File: src/rtl/hdlc_fcs_pkg.sv
package hdlc_fcs_pkg;
   // Reflected generator constants (bit 0 = highest-order coefficient)
   localparam logic [15:0] POLY16_REFL = 16'h8408;
   localparam logic [31:0] POLY32_REFL = 32'hEDB8_8320;

   typedef enum logic {
      CSR_CRC_ERRS = 1'b0,
      CSR_ABORTS   = 1'b1
   } csr_sel_e;

   typedef struct packed {
      logic valid;
      logic crc_err;
      logic len_err;
      logic abort;
   } frame_stat_t;
endpackage

File: src/rtl/fcs_crc_lane.sv
module fcs_crc_lane #(
   parameter int              W    = 16,
   parameter logic [W-1:0]    POLY = '0
) (
   input  logic         clk,
   input  logic         rst_n,
   input  logic         restart,
   input  logic         load,
   input  logic [7:0]   data,
   output logic [W-1:0] crc_nxt
);
   logic [W-1:0] crc_q;
   logic [W-1:0] acc;
   logic         fb;

   // Byte step, least significant bit first
   always_comb begin
      acc = restart ? {W{1'b1}} : crc_q;
      fb  = 1'b0;
      for (int b = 0; b < 8; b++) begin
         fb  = acc[0] ^ data[b];
         acc = acc >> 1;
         if (fb) acc = acc ^ POLY;
      end
      crc_nxt = acc;
   end

   always_ff @(posedge clk) begin
      if (!rst_n)    crc_q <= {W{1'b1}};
      else if (load) crc_q <= crc_nxt;
   end
endmodule

File: src/rtl/frame_len_track.sv
module frame_len_track #(
   parameter int LEN_W = 16
) (
   input  logic             clk,
   input  logic             rst_n,
   input  logic             restart,
   input  logic             load,
   input  logic [LEN_W-1:0] limit,
   output logic             over_nxt
);
   localparam int CW = LEN_W + 1;

   logic [CW-1:0] cnt_q;
   logic [CW-1:0] cnt_nxt;

   always_comb begin
      if (restart)               cnt_nxt = CW'(1);
      else if (&cnt_q)           cnt_nxt = cnt_q;
      else                       cnt_nxt = cnt_q + CW'(1);
      over_nxt = cnt_nxt > {1'b0, limit};
   end

   always_ff @(posedge clk) begin
      if (!rst_n)    cnt_q <= '0;
      else if (load) cnt_q <= cnt_nxt;
   end
endmodule

File: src/rtl/stat_counter.sv
module stat_counter #(
   parameter int CNT_W = 16
) (
   input  logic             clk,
   input  logic             rst_n,
   input  logic             inc,
   input  logic             wr,
   input  logic [CNT_W-1:0] wdata,
   output logic [CNT_W-1:0] q
);
   always_ff @(posedge clk) begin
      if (!rst_n)   q <= '0;
      else if (wr)  q <= wdata;
      else if (inc) q <= q + CNT_W'(1);
   end
endmodule

File: src/rtl/hdlc_fcs_check.sv
module hdlc_fcs_check #(
   parameter int          LEN_W      = 16,
   parameter int          CNT_W      = 16,
   parameter bit          HAS_CRC32  = 1'b1,
   parameter logic [15:0] RESID16    = 16'hF0B8,
   parameter logic [15:0] RESID32_UP = 16'hDEBB,
   parameter logic [15:0] RESID32_DN = 16'h20E3
) (
   input  logic             clk,
   input  logic             rst_n,
   input  logic             mode32,
   input  logic [LEN_W-1:0] max_len,
   input  logic             rx_valid,
   input  logic [7:0]       rx_data,
   input  logic             rx_sof,
   input  logic             rx_eof,
   input  logic             rx_abort,
   input  logic             reg_wr,
   input  logic             reg_addr,
   input  logic [CNT_W-1:0] reg_wdata,
   output logic [CNT_W-1:0] reg_rdata,
   output logic             st_valid,
   output logic             st_crc_err,
   output logic             st_len_err,
   output logic             st_abort
);
   import hdlc_fcs_pkg::*;

   localparam logic [31:0] RESID32 = {RESID32_UP, RESID32_DN};

   if (LEN_W < 4 || LEN_W > 32) begin : g_bad_len_w
      $error("hdlc_fcs_check: LEN_W must lie in 4..32");
   end
   if (CNT_W < 2 || CNT_W > 32) begin : g_bad_cnt_w
      $error("hdlc_fcs_check: CNT_W must lie in 2..32");
   end

   logic        in_frame_q;
   logic        mode_q;
   logic        mode_cur;
   logic        byte_ok;
   logic        frame_end;
   logic        abort_ev;
   logic        len_over;
   logic        good16;
   logic        good32;
   logic        crc_bad;
   logic [15:0] crc16_nxt;
   logic [CNT_W-1:0] crc_cnt_q;
   logic [CNT_W-1:0] abt_cnt_q;
   frame_stat_t stat_q;

   assign byte_ok   = rx_valid && !rx_abort && (rx_sof || in_frame_q);
   assign frame_end = byte_ok && rx_eof;
   assign abort_ev  = rx_abort && in_frame_q;
   assign mode_cur  = rx_sof ? mode32 : mode_q;

   fcs_crc_lane #(.W(16), .POLY(POLY16_REFL)) u_lane16 (
      .clk     (clk),
      .rst_n   (rst_n),
      .restart (rx_sof),
      .load    (byte_ok),
      .data    (rx_data),
      .crc_nxt (crc16_nxt)
   );
   assign good16 = (crc16_nxt == RESID16);

   if (HAS_CRC32) begin : g_lane32
      logic [31:0] crc32_nxt;
      fcs_crc_lane #(.W(32), .POLY(POLY32_REFL)) u_lane32 (
         .clk     (clk),
         .rst_n   (rst_n),
         .restart (rx_sof),
         .load    (byte_ok),
         .data    (rx_data),
         .crc_nxt (crc32_nxt)
      );
      assign good32 = (crc32_nxt == RESID32);
   end else begin : g_no_lane32
      assign good32 = 1'b0;
   end

   assign crc_bad = (mode_cur && HAS_CRC32) ? !good32 : !good16;

   frame_len_track #(.LEN_W(LEN_W)) u_len (
      .clk      (clk),
      .rst_n    (rst_n),
      .restart  (rx_sof),
      .load     (byte_ok),
      .limit    (max_len),
      .over_nxt (len_over)
   );

   always_ff @(posedge clk) begin
      if (!rst_n) begin
         in_frame_q <= 1'b0;
         mode_q     <= 1'b0;
         stat_q     <= '0;
      end else begin
         if (abort_ev)     in_frame_q <= 1'b0;
         else if (byte_ok) in_frame_q <= !rx_eof;
         if (byte_ok && rx_sof) mode_q <= mode32;
         stat_q.valid   <= frame_end || abort_ev;
         stat_q.crc_err <= frame_end && crc_bad;
         stat_q.len_err <= frame_end && len_over;
         stat_q.abort   <= abort_ev;
      end
   end

   stat_counter #(.CNT_W(CNT_W)) u_crc_cnt (
      .clk   (clk),
      .rst_n (rst_n),
      .inc   (frame_end && crc_bad),
      .wr    (reg_wr && (reg_addr == CSR_CRC_ERRS)),
      .wdata (reg_wdata),
      .q     (crc_cnt_q)
   );

   stat_counter #(.CNT_W(CNT_W)) u_abt_cnt (
      .clk   (clk),
      .rst_n (rst_n),
      .inc   (abort_ev),
      .wr    (reg_wr && (reg_addr == CSR_ABORTS)),
      .wdata (reg_wdata),
      .q     (abt_cnt_q)
   );

   assign reg_rdata  = (reg_addr == CSR_ABORTS) ? abt_cnt_q : crc_cnt_q;
   assign st_valid   = stat_q.valid;
   assign st_crc_err = stat_q.crc_err;
   assign st_len_err = stat_q.len_err;
   assign st_abort   = stat_q.abort;
endmodule

File: config.mk
export PLATFORM = sky130hd
export DESIGN_NAME = hdlc_fcs_check
export DESIGN_NICKNAME = d
export VERILOG_FILES = /design/src/rtl/hdlc_fcs_pkg.sv /design/src/rtl/fcs_crc_lane.sv /design/src/rtl/frame_len_track.sv /design/src/rtl/stat_counter.sv /design/src/rtl/hdlc_fcs_check.sv
export SDC_FILE = /design/constraint.sdc
export NUM_CORES = 1
export LEC_CHECK = 0
export BUFFER_PORTS_ARGS = -buffer_cell sky130_fd_sc_hd__buf_2
export CAP_MARGIN = 0
export CORE_MARGIN = 5
export CORE_UTILIZATION = 60
export CTS_BUF_LIST = sky130_fd_sc_hd__clkbuf_4 sky130_fd_sc_hd__clkbuf_8
export DETAILED_ROUTE_END_ITERATION = 8
export PLACE_DENSITY_LB_ADDON = 0.15
export SYNTH_ARGS = -nofsm -noshare
export SYNTH_HDL_FRONTEND = slang
export SYNTH_SLANG_ARGS = --single-unit
File: constraint.sdc
create_clock -name clk -period 5.9 [get_ports clk]
set_input_delay 0.59 -clock clk [delete_from_list [all_inputs] [get_ports clk]]
set_output_delay 0.59 -clock clk [all_outputs]
set_load 0.005 [all_outputs]
==> results of run 1 <==
-- synthesized netlist by cell type, types with 9 or more instances --
master    instances
or4_1             9
nor2_1           96
mux2_2           17
buf_6            10
nand4_1          16
inv_1            25
nor4_1           13
nand3_1          28
nand2_1         126
clkbuf_1         34
ha_1             20
dfxtp_1         103
xnor2_1          98
a211oi_1         21
xor2_1           36
nor3_1           16
xnor3_1          13
o21ai_0          30
a21oi_1          34
or3_1            18
o211ai_1         43
buf_2            12
o21a_1           12
-- worst max-delay path: stages (launching register included) --
cell and delay [ns]:
dfxtp_1 0.45, nand4_1 0.18, or3_1 0.43, o41ai_1 1.00
nor2_1 0.25, nand3_1 0.20, xor2_1 0.15, nor2_1 0.08
ha_1 0.31, a21oi_1 0.16, nor2b_1 0.06, o21ai_0 0.26
nand3_1 0.13, a21oi_1 0.17, a211oi_1 0.06
-- flip-flops by register name, indices dropped and copies added, names as in the netlist --
signal / cells
g_lane32.u_lane32.crc_q: 32
in_frame_q: 1
mode_q: 1
st_abort: 1
st_crc_err: 1
st_len_err: 1
st_valid: 1
u_abt_cnt.q: 16
u_crc_cnt.q: 16
u_lane16.crc_q: 16
u_len.cnt_q: 17
-- where the power goes --
group          leakage (nW)  switching (W)  internal (W)  total, W
logic                  2.31       0.000269      0.000225  0.000494
clock network         0.103       0.000251      0.000216  0.000466
registers             0.844      0.0000436      0.000731  0.000775
-- cells by family (layout without fill, tap and decap cells) --
group                      Yosys count  in the layout
AOI/OAI and AO/OA                  178            178
and+or+nand+nor                    366            366
xor gates and xnor gates           151            151
DFF                                103            103
adders and majority gates           20             20
buffers and inverters               94            115
muxes                               21             21
-- routing by layer --
layer	vias up	share of wire	global-route usage	wire length, um
li1	3288	-	-	-
met1	3014	0.46	0.349	8500
met2	168	0.48	0.421	8760
met3	34	0.044	0.0381	805
met4	0	0.020	0.0847	369
met5	-	0	0	0
-- cell type report --
class	count	area [sq um]
Inverter	26	97.6
Sequential cell	103	2060
Clock inverter	3	43.8
Fill cell	1080	4220
Tap cell	168	210
Multi-Input combinational cell	736	4990
Timing Repair Buffer	74	385
Clock buffer	12	153
-- per-stage QoR --
stage               hold slack, ns  worst slack [ns]  area [sq um]
floorplan                    0.437              2.37          7510
global placement             0.459              1.81          7740
detailed placement           0.463              1.70          7740
CTS                          0.409              1.91          7940
global route                 0.439              1.61          7940
finish                       0.446              1.88          7940
-- worst max path at each step --
stage / endpoint / depth (start not counted) / from / slack (ns)
2_1_floorplan: st_len_err$_SDFF_PN0_ / 13 / u_len.cnt_q[4]$_SDFFE_PN0P_ / 2.37
3_5_place_dp: u_crc_cnt.q[8]$_SDFFE_PN0P_ / 10 / rx_sof / 1.70
4_1_cts: st_len_err$_SDFF_PN0_ / 14 / u_len.cnt_q[4]$_SDFFE_PN0P_ / 1.91
3_3_place_gp: u_crc_cnt.q[2]$_SDFFE_PN0P_ / 12 / rx_sof / 1.81
6_report: st_len_err$_SDFF_PN0_ / 14 / u_len.cnt_q[4]$_SDFFE_PN0P_ / 1.88
5_1_grt: st_len_err$_SDFF_PN0_ / 14 / u_len.cnt_q[4]$_SDFFE_PN0P_ / 1.61
==> impl_metrics.prom, run 1 <==
# TYPE chip_impl_metric gauge
chip_impl_metric{name="share_of_synthesized_area_spent_on_multiplexers",unit=""} 0.0308
chip_impl_metric{name="asyncSetResetFlopFracSynth",unit=""} 0
chip_impl_metric{name="post_synth_fa_ha_maj_area_fraction",unit=""} 0.0333
chip_impl_info{name="worstSetupEndpointType",value="flop"} 1
chip_impl_metric{name="initial_core_util",unit=""} 0.617
chip_impl_metric{name="syn_area_per_cell",unit="sq um"} 8.05
chip_impl_metric{name="grt_first_pass_wirelength",unit="um"} 30700
chip_impl_info{name="hold_end",value="in_frame_q$_SDFFE_PP0P_"} 1
chip_impl_metric{name="synth_cell_types",unit=""} 62
chip_impl_metric{name="worst_r2r_path_depth",unit=""} 14
chip_impl_metric{name="fmax",unit="MHz"} 249
chip_impl_metric{name="yosys.area_share.xor_xnor",unit=""} 0.205
chip_impl_metric{name="synth-simple-area-share",unit=""} 0.232
chip_impl_metric{name="cap_violations",unit=""} 0
chip_impl_metric{name="wl_per_cell",unit="um"} 16.4
chip_impl_metric{name="synth.ff_latch_count",unit=""} 103
chip_impl_metric{name="cts.reportedPaths.clkPinSlew",unit="ns"} 0.09
chip_impl_metric{name="clock-skew-final",unit="ns"} 0.0100
chip_impl_metric{name="yosysTopAreaCellShare",unit=""} 0.275
chip_impl_info{name="netlist.top_cell.by_area",value="dfxtp_1"} 1
chip_impl_info{name="post_synth_main_area_contributors",value="dfxtp_1 27%, xnor2_1 11%, nand2_1 6.3%"} 1
chip_impl_metric{name="overflow",unit=""} 0
chip_impl_metric{name="drt_iter0_markers",unit=""} 582
chip_impl_metric{name="drt-total-wl",unit="um"} 18400
chip_impl_metric{name="worstPathArrival",unit="ns"} 4.29
chip_impl_metric{name="grt.total_usage",unit=""} 0.257
chip_impl_metric{name="yosys_warnings",unit=""} 0
chip_impl_metric{name="post_layout_nonfiller_instances",unit=""} 1122
chip_impl_metric{name="finalSetupTns",unit="ns"} 0
chip_impl_metric{name="post-dp-hpwl",unit="um"} 13200
chip_impl_metric{name="worst-slew-pin-transition",unit="ns"} 1.14
chip_impl_metric{name="drc_errors_left",unit=""} 0
chip_impl_metric{name="setup_viol",unit=""} 0
chip_impl_metric{name="worstPathRequired",unit="ns"} 6.17
chip_impl_metric{name="first_global_vias",unit=""} 6106
chip_impl_metric{name="report.final.slew_viol_count",unit=""} 0
chip_impl_info{name="status",value="complete, no violations"} 1
chip_impl_metric{name="synth_area_in_compound_gates",unit=""} 0.163
chip_impl_metric{name="die_w",unit="um"} 122
chip_impl_metric{name="io_pins",unit=""} 69
chip_impl_info{name="min-delay-path-class",value="in2reg"} 1
chip_impl_metric{name="post_cts.resized_instances",unit=""} 0
chip_impl_metric{name="chipHeight",unit="um"} 122
chip_impl_metric{name="placementRows",unit=""} 40
chip_impl_metric{name="antenna_cells_inserted",unit=""} 0
chip_impl_metric{name="layout.nets",unit=""} 1019
chip_impl_metric{name="slack_of_the_worst_reg_to_reg_path",unit="ns"} 1.88
chip_impl_metric{name="syn_to_final_growth",unit="%"} 5.70
chip_impl_metric{name="tritoncts.num_buffers",unit=""} 9
chip_impl_metric{name="number_of_antenna_violations_at_the_first_check_in_global_routing",unit=""} 0
chip_impl_metric{name="finish.utilization",unit=""} 0.653
chip_impl_metric{name="synth.cell_area",unit="sq mm"} 0.00751
chip_impl_metric{name="gpl.final_weighted_congestion",unit=""} 0.934
chip_impl_metric{name="placedCellCount",unit=""} 1107
chip_impl_metric{name="postCtsSetupRepairBufs",unit=""} 0
chip_impl_info{name="timing.rr.end",value="st_len_err$_SDFF_PN0_"} 1
chip_impl_metric{name="synthCells",unit=""} 933
chip_impl_metric{name="pin_count_of_the_biggest_net_entering_global_routing",unit=""} 84
chip_impl_metric{name="drive_gt1_frac",unit=""} 0.132
chip_impl_metric{name="placeableCoreArea",unit="sq mm"} 0.0122
chip_impl_metric{name="count_of_nets_left_with_antenna_violations_after_detail_routing",unit=""} 0
chip_impl_metric{name="period_share",unit=""} 0.681
chip_impl_metric{name="worst_slew_margin_rel",unit=""} 0.227
chip_impl_metric{name="drt-vias-per-instance",unit=""} 5.80
chip_impl_info{name="worst_r2r_startpoint",value="u_len.cnt_q[4]$_SDFFE_PN0P_"} 1
chip_impl_metric{name="synth-seq-area-share",unit=""} 0.275
chip_impl_metric{name="postSynthNetCount",unit=""} 1002
chip_impl_metric{name="detailroute.via_count",unit=""} 6504
chip_impl_info{name="final_cell_mix",value="126 x nand2_1, 103 x dfxtp_1, 98 x xnor2_1"} 1
chip_impl_info{name="critPathKind",value="reg2reg"} 1
chip_impl_info{name="setup.worst_path.start_class",value="flop"} 1
chip_impl_metric{name="die-area",unit="sq mm"} 0.0149
chip_impl_info{name="clk_root_buf",value="clkbuf_8"} 1
chip_impl_metric{name="drt_pre_antenna_iters",unit=""} 5
chip_impl_metric{name="worstSkewPairLatency",unit="ns"} 0.39
chip_impl_metric{name="worstHoldPathCells",unit=""} 2
chip_impl_metric{name="io_buffers",unit=""} 68
chip_impl_info{name="postSynth.topFlopCell",value="dfxtp_1"} 1
chip_impl_metric{name="max-clock-path-buffers",unit=""} 2
chip_impl_metric{name="powerDensity",unit="mW/mm^2"} 219
chip_impl_info{name="synth_top_family_by_area",value="simple AND/OR/NAND/NOR gates"} 1
chip_impl_metric{name="peakVddDrop",unit="V"} 0.000147
chip_impl_info{name="worstHoldStart",value="rx_eof"} 1
chip_impl_info{name="grt_setup_unrepaired",value="no"} 1
chip_impl_metric{name="power.total",unit="W"} 0.00173
chip_impl_info{name="final_common_cell",value="nand2_1"} 1
chip_impl_info{name="tritoncts_clock_tree",value="built"} 1
chip_impl_metric{name="crit_fanout",unit=""} 7
chip_impl_metric{name="hold_viol_final",unit=""} 0
chip_impl_metric{name="period_minus_slack",unit="ns"} 4.02
chip_impl_metric{name="synth-edff-count",unit=""} 0
chip_impl_metric{name="h-tree-depth",unit=""} 3
chip_impl_metric{name="leakage_dissipation",unit="nW"} 3.26
chip_impl_metric{name="cts.sinks",unit=""} 103
chip_impl_metric{name="cts_hold_buffers",unit=""} 0
Note: power is estimated with default switching activity, not from simulation.
==> run 2: changes to the inputs <==
==> constraint.sdc (replaced) <==
create_clock -name clk -period 4.15 [get_ports clk]
set_input_delay 0.415 -clock clk [delete_from_list [all_inputs] [get_ports clk]]
set_output_delay 0.415 -clock clk [all_outputs]
set_load 0.005 [all_outputs]
==> run 2 against run 1 <==
Total power increased by 42%. Via count is 0.57% higher. Cell count increased by 0.71%. Flip-flop and latch count unchanged. Clock power rose by 42%. Combinational power increased by 43%. Critical path depth is 2 higher. Critical endpoint unchanged.
==> impl_metrics.prom, run 2 (synthesized netlist as in run 1, its figures left out) <==
# TYPE chip_impl_metric gauge
chip_impl_info{name="tritoncts_clock_tree",value="built"} 1
chip_impl_metric{name="drt-total-wl",unit="um"} 18300
chip_impl_metric{name="finalSetupTns",unit="ns"} 0
chip_impl_metric{name="wl_per_cell",unit="um"} 16.2
chip_impl_info{name="critPathKind",value="reg2reg"} 1
chip_impl_info{name="path_common_cell",value="o21a_1"} 1
chip_impl_metric{name="drt_iter0_markers",unit=""} 610
chip_impl_metric{name="fmax",unit="MHz"} 281
chip_impl_metric{name="worst-slew-pin-transition",unit="ns"} 1.01
chip_impl_metric{name="grt.total_usage",unit=""} 0.249
chip_impl_metric{name="cts.reportedPaths.clkPinSlew",unit="ns"} 0.10
chip_impl_metric{name="setup_viol",unit=""} 0
chip_impl_info{name="hold_end",value="in_frame_q$_SDFFE_PP0P_"} 1
chip_impl_info{name="status",value="complete, no violations"} 1
chip_impl_info{name="cp_slowest_cell",value="dfxtp_1"} 1
chip_impl_info{name="clk_root_buf",value="clkbuf_8"} 1
chip_impl_metric{name="cts.sinks",unit=""} 103
chip_impl_metric{name="initial_core_util",unit=""} 0.617
chip_impl_metric{name="drt_pre_antenna_iters",unit=""} 5
chip_impl_info{name="grt_setup_unrepaired",value="no"} 1
chip_impl_info{name="timing.rr.end",value="st_len_err$_SDFF_PN0_"} 1
chip_impl_metric{name="worstPathRequired",unit="ns"} 4.42
chip_impl_metric{name="max-clock-path-buffers",unit=""} 2
chip_impl_metric{name="chipHeight",unit="um"} 122
chip_impl_metric{name="count_of_nets_left_with_antenna_violations_after_detail_routing",unit=""} 0
chip_impl_metric{name="worst_hold_slack",unit="ns"} 0.265
chip_impl_info{name="final_cell_mix",value="126 x nand2_1, 103 x dfxtp_1, 98 x xnor2_1"} 1
chip_impl_metric{name="drt-vias-per-instance",unit=""} 5.79
chip_impl_metric{name="cts_hold_buffers",unit=""} 0
chip_impl_metric{name="tritoncts.num_buffers",unit=""} 9
chip_impl_metric{name="overflow",unit=""} 0
chip_impl_metric{name="first_global_vias",unit=""} 5974
chip_impl_metric{name="postCtsSetupRepairBufs",unit=""} 0
chip_impl_metric{name="io_buffers",unit=""} 68
chip_impl_metric{name="power.total",unit="W"} 0.00247
chip_impl_metric{name="h-tree-depth",unit=""} 3
chip_impl_metric{name="powerDensity",unit="mW/mm^2"} 309
chip_impl_info{name="min-delay-path-class",value="in2reg"} 1
chip_impl_metric{name="placeableCoreArea",unit="sq mm"} 0.0122
chip_impl_metric{name="syn_to_final_growth",unit="%"} 6.56
chip_impl_metric{name="post-dp-hpwl",unit="um"} 13300
chip_impl_info{name="worstHoldStart",value="rx_abort"} 1
chip_impl_metric{name="post_cts.resized_instances",unit=""} 0
chip_impl_info{name="setup.worst_path.start_class",value="flop"} 1
chip_impl_metric{name="worst_r2r_path_depth",unit=""} 16
chip_impl_info{name="final_common_cell",value="nand2_1"} 1
chip_impl_metric{name="slack_of_the_worst_reg_to_reg_path",unit="ns"} 0.60
chip_impl_metric{name="cp.buffers_inverters",unit=""} 0
chip_impl_metric{name="io_pins",unit=""} 69
chip_impl_info{name="biggestRegsByFlops",value="g_lane32.u_lane32.crc_q: 32 flops, u_len.cnt_q: 17 flops"} 1
chip_impl_metric{name="period_minus_slack",unit="ns"} 3.55
chip_impl_metric{name="worst_slew_margin_rel",unit=""} 0.323
chip_impl_info{name="max_flop_register",value="g_lane32.u_lane32.crc_q"} 1
chip_impl_metric{name="antenna_cells_inserted",unit=""} 0
chip_impl_metric{name="timing.critical_path.slowest_cell_delay",unit="ns"} 0.45
chip_impl_metric{name="gpl.final_weighted_congestion",unit=""} 0.901
chip_impl_metric{name="layout.nets",unit=""} 1027
chip_impl_metric{name="placementRows",unit=""} 40
chip_impl_metric{name="crit_fanout",unit=""} 7
chip_impl_metric{name="peakVddDrop",unit="V"} 0.000156
chip_impl_info{name="worst_r2r_startpoint",value="u_len.cnt_q[4]$_SDFFE_PN0P_"} 1
chip_impl_metric{name="period_share",unit=""} 0.856
chip_impl_metric{name="leakage_dissipation",unit="nW"} 3.30
chip_impl_metric{name="clock-skew-final",unit="ns"} 0.0140
chip_impl_metric{name="die-area",unit="sq mm"} 0.0149
chip_impl_metric{name="drive_gt1_frac",unit=""} 0.139
chip_impl_metric{name="number_of_antenna_violations_at_the_first_check_in_global_routing",unit=""} 0
chip_impl_metric{name="die_w",unit="um"} 122
chip_impl_metric{name="drc_errors_left",unit=""} 0
chip_impl_metric{name="pin_count_of_the_biggest_net_entering_global_routing",unit=""} 92
chip_impl_metric{name="hold_viol_final",unit=""} 0
chip_impl_metric{name="worstHoldPathCells",unit=""} 2
chip_impl_metric{name="worstSkewPairLatency",unit="ns"} 0.38
chip_impl_metric{name="worstPathArrival",unit="ns"} 3.82
chip_impl_metric{name="cap_violations",unit=""} 0
chip_impl_info{name="critical_path.top_delay_family",value="simple AND/OR/NAND/NOR gates"} 1
chip_impl_metric{name="finish.utilization",unit=""} 0.658
chip_impl_info{name="worstSetupEndpointType",value="flop"} 1
chip_impl_metric{name="detailroute.via_count",unit=""} 6541
chip_impl_metric{name="report.final.slew_viol_count",unit=""} 0
chip_impl_metric{name="largest_register_ff_count",unit=""} 32
chip_impl_info{name="timing.critical_path.cells",value="nand4_1, or3_1, nor3_1, nand2_1, nand2_1, a21oi_1, ha_1, nor2b_1, o21a_1, o21a_1, o21a_1, o21a_1, o21a_1, o21a_1, o21ai_0, a211oi_1"} 1
chip_impl_metric{name="grt_first_pass_wirelength",unit="um"} 29800
run 2: cell count changes in the layout (fill, tap and decap cells not counted):
cell        change
buf_4           +8
clkbuf_4        -1
clkbuf_8        +1
clkinv_4        -1
clkinvlp_4      +1
run 2: per-stage QoR:
stage | cells | setup slack, ns | instance area [sq um]
after floorplan | 933 | 0.617 | 7510
final | 1130 | 0.597 | 8000
after global routing | 1130 | 0.294 | 8000
after CTS | 1130 | 0.591 | 8000
after global placement | 1115 | 0.721 | 7800
after detailed placement | 1115 | 0.614 | 7800
run 2: worst max path at each step:
stage	startpoint	endpoint	slack, ns	cells after the start
CTS	u_len.cnt_q[4]$_SDFFE_PN0P_	st_len_err$_SDFF_PN0_	0.59	16
detailed placement	u_len.cnt_q[4]$_SDFFE_PN0P_	st_len_err$_SDFF_PN0_	0.61	16
global placement	rx_sof	u_crc_cnt.q[2]$_SDFFE_PN0P_	0.72	9
global route	u_len.cnt_q[4]$_SDFFE_PN0P_	st_len_err$_SDFF_PN0_	0.29	16
finish	u_len.cnt_q[4]$_SDFFE_PN0P_	st_len_err$_SDFF_PN0_	0.60	16
floorplan	u_len.cnt_q[4]$_SDFFE_PN0P_	st_len_err$_SDFF_PN0_	0.62	13
run 2: area by class of cell:
class | count | area [sq um]
flip-flops and latches | 103 | 2060
well taps | 168 | 210
clock buffers | 12 | 159
fillers | 1106 | 4160
repair buffers | 82 | 445
inverters | 26 | 97.6
clock inverters | 3 | 42.5
multi-input cells | 736 | 4990
run 2: power breakdown:
group	switching (W)	leakage, nW	internal, W
Combinational	0.000380	2.35	0.000327
Sequential	0.0000601	0.844	0.00104
Clock	0.000349	0.102	0.000315
Total	0.000789	3.30	0.00168
run 2: worst register-to-register path: stages (launching register included):
cell and delay, ns:
dfxtp_1 0.45, nand4_1 0.19, or3_1 0.43, nor3_1 0.39
nand2_1 0.18, nand2_1 0.10, a21oi_1 0.09, ha_1 0.30
nor2b_1 0.13, o21a_1 0.16, o21a_1 0.16, o21a_1 0.16
o21a_1 0.16, o21a_1 0.16, o21a_1 0.16, o21ai_0 0.14
a211oi_1 0.09
run 2: per-layer routing:
layer / global-route usage / share of wire / up-vias
li1: - / - / 3306
met1: 0.338 / 0.46 / 3032
met2: 0.407 / 0.46 / 177
met3: 0.0469 / 0.062 / 26
met4: 0.0707 / 0.016 / 0
met5: 0 / 0 / -
